### src/rtl/lpc_io_host_pkg.sv
package lpc_io_host_pkg;
  typedef enum logic [3:0] {
    S_IDLE, S_START, S_CTDIR, S_ADDR, S_WDAT, S_TAR1, S_SYNC, S_RDAT, S_TAR2
  } seq_st_e;

  localparam logic [5:0] OFS_GO    = 6'h00;
  localparam logic [5:0] OFS_STAT  = 6'h04;
  localparam logic [5:0] OFS_EVT   = 6'h08;
  localparam logic [5:0] OFS_CNT   = 6'h10;
  localparam logic [5:0] OFS_MODE  = 6'h14;
  localparam logic [5:0] OFS_PORT  = 6'h20;
  localparam logic [5:0] OFS_WBYTE = 6'h24;
  localparam logic [5:0] OFS_RBYTE = 6'h28;

  localparam logic [3:0] NIB_START = 4'b0000;
  localparam logic [3:0] NIB_CT_RD = 4'b0000;
  localparam logic [3:0] NIB_CT_WR = 4'b0010;
  localparam logic [3:0] SYNC_RDY  = 4'b0000;
  localparam logic [3:0] SYNC_SWT  = 4'b0101;
  localparam logic [3:0] SYNC_LWT  = 4'b0110;
  localparam logic [3:0] SYNC_ERR  = 4'b1010;
endpackage

### src/rtl/lpc_byte_fifo.sv
module lpc_byte_fifo #(
  parameter int W     = 8,
  parameter int DEPTH = 16
) (
  input  logic                       clk_i,
  input  logic                       rst_ni,
  input  logic                       clr_i,
  input  logic                       push_i,
  input  logic [W-1:0]               din_i,
  input  logic                       pop_i,
  output logic [W-1:0]               dout_o,
  output logic                       empty_o,
  output logic [$clog2(DEPTH):0]     cnt_o
);
  localparam int AW = $clog2(DEPTH);

  logic [W-1:0]  mem [DEPTH];
  logic [AW-1:0] rp_q, wp_q;
  logic [AW:0]   cnt_q;
  logic          do_push, do_pop;

  assign do_push = push_i && (cnt_q != (AW+1)'(DEPTH));
  assign do_pop  = pop_i && (cnt_q != '0);

  always_ff @(posedge clk_i or negedge rst_ni) begin
    if (!rst_ni) begin
      rp_q <= '0; wp_q <= '0; cnt_q <= '0;
    end else if (clr_i) begin
      rp_q <= '0; wp_q <= '0; cnt_q <= '0;
    end else begin
      if (do_push) wp_q <= wp_q + 1'b1;
      if (do_pop)  rp_q <= rp_q + 1'b1;
      cnt_q <= cnt_q + (AW+1)'(do_push) - (AW+1)'(do_pop);
    end
  end

  always_ff @(posedge clk_i) begin
    if (do_push && !clr_i) mem[wp_q] <= din_i;
  end

  assign dout_o  = mem[rp_q];
  assign empty_o = (cnt_q == '0);
  assign cnt_o   = cnt_q;
endmodule

### src/rtl/lpc_burst_seq.sv
module lpc_burst_seq
  import lpc_io_host_pkg::*;
#(
  parameter int MAX_LEN    = 16,
  parameter int MAX_WAIT   = 256,
  parameter int NOSYNC_LIM = 3
) (
  input  logic                         clk_i,
  input  logic                         rst_ni,
  input  logic                         go_i,
  input  logic [$clog2(MAX_LEN+1)-1:0] len_i,
  input  logic                         wr_i,
  input  logic                         same_i,
  input  logic [15:0]                  port_i,
  input  logic [7:0]                   wbyte_i,
  output logic                         wpop_o,
  output logic                         rpush_o,
  output logic [7:0]                   rbyte_o,
  output logic                         busy_o,
  output logic                         done_o,
  output logic                         ok_o,
  output logic                         lframe_no,
  output logic [3:0]                   lad_o,
  output logic                         lad_oe_o,
  input  logic [3:0]                   lad_i
);
  localparam int LW = $clog2(MAX_LEN+1);
  localparam int WW = $clog2(MAX_WAIT+1);
  localparam int NW = $clog2(NOSYNC_LIM+1);

  seq_st_e     st_q;
  logic [1:0]  nib_q;
  logic [LW-1:0] idx_q, len_q;
  logic        wr_q, same_q;
  logic [15:0] addr_q;
  logic [7:0]  wbuf_q;
  logic [3:0]  rlo_q;
  logic [WW-1:0] wait_q;
  logic [NW-1:0] bad_q;
  logic        is_wait, is_bad, fail_c, fin_c;

  assign is_wait = (lad_i == SYNC_SWT) || (lad_i == SYNC_LWT);
  assign is_bad  = !is_wait && (lad_i != SYNC_RDY) && (lad_i != SYNC_ERR);
  assign fail_c  = (st_q == S_SYNC) &&
                   ((lad_i == SYNC_ERR) ||
                    (is_wait && wait_q == WW'(MAX_WAIT)) ||
                    (is_bad && bad_q == NW'(NOSYNC_LIM-1)));
  assign fin_c   = (st_q == S_TAR2) && nib_q[0] && (idx_q == len_q - LW'(1));

  always_ff @(posedge clk_i or negedge rst_ni) begin
    if (!rst_ni) begin
      st_q <= S_IDLE; nib_q <= '0; idx_q <= '0; len_q <= '0;
      wr_q <= 1'b0; same_q <= 1'b0; addr_q <= '0; wbuf_q <= '0;
      rlo_q <= '0; wait_q <= '0; bad_q <= '0;
    end else if (fail_c) begin
      st_q <= S_IDLE;
    end else begin
      case (st_q)
        S_IDLE: if (go_i) begin
          len_q <= len_i; wr_q <= wr_i; same_q <= same_i;
          addr_q <= port_i; idx_q <= '0; nib_q <= '0; st_q <= S_START;
        end
        S_START: begin
          wbuf_q <= wr_q ? wbyte_i : 8'h00;
          st_q <= S_CTDIR;
        end
        S_CTDIR: begin nib_q <= '0; st_q <= S_ADDR; end
        S_ADDR: begin
          nib_q <= nib_q + 1'b1;
          if (nib_q == 2'd3) begin nib_q <= '0; st_q <= wr_q ? S_WDAT : S_TAR1; end
        end
        S_WDAT: begin
          nib_q <= nib_q + 1'b1;
          if (nib_q[0]) begin nib_q <= '0; st_q <= S_TAR1; end
        end
        S_TAR1: begin
          wait_q <= '0; bad_q <= '0; nib_q <= nib_q + 1'b1;
          if (nib_q[0]) begin nib_q <= '0; st_q <= S_SYNC; end
        end
        S_SYNC: begin
          if (lad_i == SYNC_RDY) st_q <= wr_q ? S_TAR2 : S_RDAT;
          else if (is_wait)      wait_q <= wait_q + 1'b1;
          else                   bad_q <= bad_q + 1'b1;
        end
        S_RDAT: begin
          nib_q <= nib_q + 1'b1;
          if (!nib_q[0]) rlo_q <= lad_i;
          else begin nib_q <= '0; st_q <= S_TAR2; end
        end
        S_TAR2: begin
          nib_q <= nib_q + 1'b1;
          if (nib_q[0]) begin
            nib_q <= '0;
            if (fin_c) st_q <= S_IDLE;
            else begin
              idx_q <= idx_q + 1'b1;
              if (!same_q) addr_q <= addr_q + 16'd1;
              st_q <= S_START;
            end
          end
        end
        default: st_q <= S_IDLE;
      endcase
    end
  end

  always_comb begin
    lad_oe_o = 1'b1;
    lad_o    = 4'hf;
    case (st_q)
      S_START: lad_o = NIB_START;
      S_CTDIR: lad_o = wr_q ? NIB_CT_WR : NIB_CT_RD;
      S_ADDR:  lad_o = addr_q[{~nib_q, 2'b00} +: 4];
      S_WDAT:  lad_o = nib_q[0] ? wbuf_q[7:4] : wbuf_q[3:0];
      S_TAR1:  lad_oe_o = !nib_q[0];
      default: lad_oe_o = 1'b0;
    endcase
  end

  assign lframe_no = (st_q != S_START);
  assign wpop_o    = (st_q == S_START) && wr_q;
  assign rpush_o   = (st_q == S_RDAT) && nib_q[0];
  assign rbyte_o   = {lad_i, rlo_q};
  assign busy_o    = (st_q != S_IDLE);
  assign done_o    = fin_c || fail_c;
  assign ok_o      = fin_c;
endmodule

### src/rtl/lpc_io_host.sv
module lpc_io_host
  import lpc_io_host_pkg::*;
#(
  parameter int MAX_LEN    = 16,
  parameter int FIFO_DEPTH = 16,
  parameter int MAX_WAIT   = 256,
  parameter int NOSYNC_LIM = 3,
  parameter int DW         = 16
) (
  input  logic          clk_i,
  input  logic          rst_ni,
  input  logic          reg_we_i,
  input  logic          reg_re_i,
  input  logic [5:0]    reg_addr_i,
  input  logic [DW-1:0] reg_wdata_i,
  output logic [DW-1:0] reg_rdata_o,
  output logic          lframe_no,
  output logic [3:0]    lad_o,
  output logic          lad_oe_o,
  input  logic [3:0]    lad_i
);
  localparam int LW = $clog2(MAX_LEN+1);
  localparam int FW = $clog2(FIFO_DEPTH)+1;

  logic [7:0]  cnt_q;
  logic        wr_q, same_q, ok_q, evt_q;
  logic [15:0] port_q;
  logic        seq_busy, seq_done, seq_ok, wpop, rpush;
  logic [7:0]  rbyte, wf_dout, rf_dout;
  logic        wf_empty, rf_empty;
  logic [FW-1:0] wf_cnt, rf_cnt;
  logic        cfg_we, go, cnt_ok;

  assign cfg_we = reg_we_i && !seq_busy;
  assign cnt_ok = (cnt_q != 8'd0) && (cnt_q <= 8'(MAX_LEN));
  assign go     = cfg_we && (reg_addr_i == OFS_GO) && reg_wdata_i[0] && cnt_ok;

  always_ff @(posedge clk_i or negedge rst_ni) begin
    if (!rst_ni) begin
      cnt_q <= '0; wr_q <= 1'b0; same_q <= 1'b0; port_q <= '0;
      ok_q <= 1'b0; evt_q <= 1'b0;
    end else begin
      if (cfg_we && reg_addr_i == OFS_CNT)  cnt_q  <= reg_wdata_i[7:0];
      if (cfg_we && reg_addr_i == OFS_MODE) begin
        wr_q <= reg_wdata_i[0]; same_q <= reg_wdata_i[3];
      end
      if (cfg_we && reg_addr_i == OFS_PORT) port_q <= reg_wdata_i[15:0];
      if (go) ok_q <= 1'b0;
      else if (seq_done) ok_q <= seq_ok;
      if (seq_done) evt_q <= 1'b1;
      else if (reg_we_i && reg_addr_i == OFS_EVT && reg_wdata_i[1]) evt_q <= 1'b0;
    end
  end

  always_comb begin
    reg_rdata_o = '0;
    case (reg_addr_i)
      OFS_STAT:  reg_rdata_o = DW'({ok_q, !seq_busy});
      OFS_EVT:   reg_rdata_o = DW'({evt_q, 1'b0});
      OFS_CNT:   reg_rdata_o = DW'(cnt_q);
      OFS_MODE:  reg_rdata_o = DW'({same_q, 2'b00, wr_q});
      OFS_PORT:  reg_rdata_o = DW'(port_q);
      OFS_RBYTE: reg_rdata_o = rf_empty ? '0 : DW'(rf_dout);
      default:   reg_rdata_o = '0;
    endcase
  end

  lpc_byte_fifo #(.W(8), .DEPTH(FIFO_DEPTH)) u_wfifo (
    .clk_i, .rst_ni, .clr_i(seq_done),
    .push_i(cfg_we && reg_addr_i == OFS_WBYTE), .din_i(reg_wdata_i[7:0]),
    .pop_i(wpop), .dout_o(wf_dout), .empty_o(wf_empty), .cnt_o(wf_cnt)
  );

  lpc_byte_fifo #(.W(8), .DEPTH(FIFO_DEPTH)) u_rfifo (
    .clk_i, .rst_ni, .clr_i(go),
    .push_i(rpush), .din_i(rbyte),
    .pop_i(reg_re_i && reg_addr_i == OFS_RBYTE),
    .dout_o(rf_dout), .empty_o(rf_empty), .cnt_o(rf_cnt)
  );

  lpc_burst_seq #(.MAX_LEN(MAX_LEN), .MAX_WAIT(MAX_WAIT), .NOSYNC_LIM(NOSYNC_LIM)) u_seq (
    .clk_i, .rst_ni, .go_i(go), .len_i(cnt_q[LW-1:0]),
    .wr_i(wr_q), .same_i(same_q), .port_i(port_q),
    .wbyte_i(wf_empty ? 8'h00 : wf_dout), .wpop_o(wpop),
    .rpush_o(rpush), .rbyte_o(rbyte), .busy_o(seq_busy),
    .done_o(seq_done), .ok_o(seq_ok),
    .lframe_no, .lad_o, .lad_oe_o, .lad_i
  );
endmodule

### config.mk
export PLATFORM = sky130hd
export DESIGN_NAME = lpc_io_host
export DESIGN_NICKNAME = d
export VERILOG_FILES = /design/src/rtl/lpc_io_host_pkg.sv /design/src/rtl/lpc_byte_fifo.sv /design/src/rtl/lpc_burst_seq.sv /design/src/rtl/lpc_io_host.sv
export SDC_FILE = /design/constraint.sdc
export NUM_CORES = 1
export LEC_CHECK = 0
export BUFFER_PORTS_ARGS = -buffer_cell sky130_fd_sc_hd__buf_4
export CAP_MARGIN = 5
export CORE_UTILIZATION = 60
export CTS_BUF_LIST = sky130_fd_sc_hd__clkbuf_8
export DETAILED_ROUTE_END_ITERATION = 10
export PLACE_DENSITY = 0.78
export SLEW_MARGIN = 40
export SYNTH_ARGS = -nofsm -noshare
export SYNTH_HDL_FRONTEND = slang
export SYNTH_HIERARCHICAL = 1
export SYNTH_SLANG_ARGS = --single-unit
### constraint.sdc
create_clock -name clk_i -period 3.72 [get_ports clk_i]
set_clock_uncertainty 0.15 [all_clocks]
set_input_delay 0.372 -clock clk_i [delete_from_list [all_inputs] [get_ports clk_i]]
set_output_delay 0.372 -clock clk_i [all_outputs]
set_load 0.02 [all_outputs]
==> results.json <==
{
  "min_period_over_period_pct": 96.56,
  "clk_pin_slew_ns": 0.07,
  "start_util_pct": 61.24,
  "overflow": 0,
  "ys_warn_count": 6,
  "grt_pass1_wl_mm": 59.31,
  "switching_share_pct": 30.74,
  "rsz0062_at_grt": "false",
  "route.detailed.drc": 0,
  "cts_buffer_depth": 3,
  "async_flop_share_pct": 30.25,
  "fp.dieH_microns": 170.6,
  "cts_tree": "yes",
  "holdWs_ns": 0.01448,
  "hpwl_mm": 24.94,
  "powerDensity_mw_per_mm2": 571.8,
  "p_leak_nw": 7.441,
  "combPwrFrac_pct": 23.0,
  "synth_top_area_share_pct": 45.06,
  "ir_drop_mv": 0.3313,
  "yosysSeqAreaShare_pct": 61.34,
  "fillers": 1828,
  "io_pins": 52,
  "arrival_ns": 3.07,
  "synth-seq-cells": 367,
  "avgRoutedWirePerCell_microns": 21.58,
  "clk_latency_ns": 0.61,
  "dp_cells": 1611,
  "cp-start-kind": "flop",
  "ctsHtreeMaxLevel": 2,
  "io_buffer_count": 51,
  "path_max_fanout": 9,
  "endpoint_kind": "output port",
  "path_class": "reg -> out",
  "grt_max_degree": 59,
  "regToRegSetupSlack_ns": 0.29,
  "vias": 10780,
  "synth_edf_count": 256,
  "dieWidth_microns": 170.6,
  "wl_mm": 37.57,
  "fin_util_pct": 69.40,
  "clkSinkCount": 367,
  "internal_power_mw": 7.656,
  "maxSlewHeadroom_pct": 45.33,
  "yosys.area.top_type": "edfxtp_1",
  "dieArea_sq_mm": 0.02911,
  "outcome": "finished, final reports clean",
  "avgSynthCellArea_sq_um": 14.37,
  "syn_to_final_growth_pct": 13.31,
  "num_antenna_cells": 0,
  "final_cells": 1741,
  "ant_nets": 0,
  "cts_buffers": 57,
  "p_switching_mw": 3.399,
  "crit_required_ns": 3.20,
  "root_buffer": "clkbuf_8",
  "drv.max_cap_violation_count": 0,
  "fmax_mhz": 278.4,
  "rows": 61,
  "drt_iter0_markers": 1055,
  "seqPwrFrac_pct": 46.8,
  "gp_congestion": 0.9552,
  "ys_types": 87,
  "fin_setup_tns_ns": 0,
  "viasPerCell": 6.192,
  "antenna_found_initial": 0,
  "syn_inst": 1187,
  "netlist_area_sq_mm": 0.01706,
  "hold_violations": 0,
  "yosys_most_used_dff": "edfxtp_1",
  "pwr-share-clk_pct": 30.2,
  "layout-drive-gt1-share_pct": 21.20,
  "synth_area_leaders": "edfxtp_1, dfrtp_1, mux4_2",
  "hold_class": "in -> async",
  "finalMaxSlewViolations": 0,
  "grt_use_total_pct": 26.70,
  "grt_pass1_vias": 10780,
  "reg2reg_depth": 14,
  "fin_nets": 1377,
  "timing.final.crit_period_ns": 3.592,
  "drt_first_pass_iters": 6,
  "syn-num-nets": 1249,
  "design.core.area_sq_mm": 0.02786,
  "setup_viol": 0,
  "tightest_slew_ns": 0.8184
}
==> worst max-delay path, stage by stage (launching register included) <==
cell	delay [ns]
dfrtp_1	0.61
clkinv_1	0.47
a221oi_1	0.66
o21ai_0	0.18
nand2_1	0.15
a221o_1	0.23
buf_4	0.16
==> worst paths after layout <==
check                                            start                     endpoint
setup / recovery           u_rfifo/rp_q[3]$_DFFE_PN0P_               reg_rdata_o[7]
hold / removal                                  rst_ni  u_seq/wait_q[0]$_DFFE_PN0P_
setup reg to reg             u_seq/st_q[2]$_DFFE_PN0P_   u_rfifo/cnt_o[4]$_DFF_PN0_
hold reg to reg                      evt_q$_DFFE_PN0P_            evt_q$_DFFE_PN0P_
max in group asynchronous                       rst_ni  u_seq/addr_q[1]$_DFFE_PN0P_
min in group clk_i                      reg_wdata_i[0]  u_wfifo/mem[0][0]$_DFFE_PP_
==> cells in the final DEF, fill, tap and decap left out, drive strengths merged, types with 24 or more instances in the layout <==
master / netlist / final
edfxtp: 256 / 256
buf: 34 / 116
dfrtp: 111 / 111
nand2: 76 / 76
nor2: 66 / 66
clkbuf: 34 / 63
inv: 44 / 62
mux4: 52 / 52
mux2i: 41 / 41
nand3: 38 / 38
o21ai: 38 / 38
mux2: 38 / 38
a21oi: 30 / 30
ha: 30 / 30
a22oi: 24 / 24
clkinv: 1 / 24
==> timing repair <==
action | in CTS | in global routing
buffers inserted | 0 | 0
endpoints found under the hold margin | 186 | 0
resized for setup | 0 | 3
hold buffers | 22 | 0
setup endpoints to repair | 0 | 2
==> Yosys cell counts (9+ instances only) <==
cell	number
a21oi_1	30
a221oi_1	21
a22oi_1	24
and2_1	13
and3_1	21
buf_4	10
buf_6	15
clkbuf_1	27
dfrtp_1	111
edfxtp_1	256
ha_1	30
inv_1	44
mux2_2	20
mux2_4	10
mux2i_1	41
mux4_1	20
mux4_2	32
nand2_1	76
nand3_1	35
nand4_1	11
nor2_1	65
nor2b_1	22
nor3_1	18
nor4_1	9
o21ai_0	35
xnor2_1	12
xor2_1	20
==> registers in the layout (all words and copies together) (netlist names), 5 cells and up <==
name / flops
cnt_q: 8
port_q: 16
u_rfifo/cnt_o: 5
u_rfifo/mem: 128
u_seq/addr_q: 16
u_seq/idx_q: 5
u_seq/len_q: 5
u_seq/wait_q: 9
u_seq/wbuf_q: 8
u_wfifo/cnt_o: 5
u_wfifo/mem: 128
==> layer usage <==
metal | global-route usage [%] | wire, microns | part of all wire, %
met4 | 9.675 | 1146 | 3.1
met3 | 4.279 | 2614 | 7.0
met1 | 36.86 | 16100 | 43
met2 | 43.14 | 17710 | 47
met5 | 0 | 0 | 0
==> metrics by stage <==
| step | area [sq um] | total power, mW | setup slack (ns) |
|---|---|---|---|
| after floorplan | 17060 | 7.040 | 0.4770 |
| after global placement | 17930 | 7.632 | 0.5787 |
| after detailed placement | 17930 | 7.731 | 0.3809 |
| after CTS | 19300 | 11.07 | 0.09682 |
| after global routing | 19330 | 11.57 | 0.05605 |
| final | 19330 | 11.05 | 0.1281 |
==> area by class of cell <==
class / count / area [sq um] / share of cell area [%]
repair buffers: 138 / 1129 / 5.838
well taps: 378 / 473.0 / 2.446
inverters: 45 / 168.9 / 0.8737
multi-input cells: 706 / 5946 / 30.76
clock buffers: 63 / 867.1 / 4.485
clock inverters: 44 / 277.8 / 1.437
flip-flops and latches: 367 / 10470 / 54.16
==> power by group through the flow <==
stage | clock network [mW] | logic [mW] | registers [mW]
finish | 3.34 | 2.55 | 5.17
detailed placement | 0 | 2.49 | 5.24
global route | 3.56 | 2.79 | 5.22
global placement | 0 | 2.41 | 5.23
CTS | 3.38 | 2.52 | 5.17
floorplan | 0 | 1.96 | 5.08
==> cell families (layout without fill, tap and decap cells) <==
kind of cell,after synthesis,count (layout),synth area share [%]
muxes,131,131,12.44
AOI/OAI and AO/OA,194,194,8.258
adders and majority gates,32,32,2.435
xor gates and xnor gates,32,32,1.643
DFF,367,367,61.34
buffers and inverters,114,290,3.887
and+or+nand+nor,317,317,10.00
No activity file was read; power rests on OpenSTA's default activity.
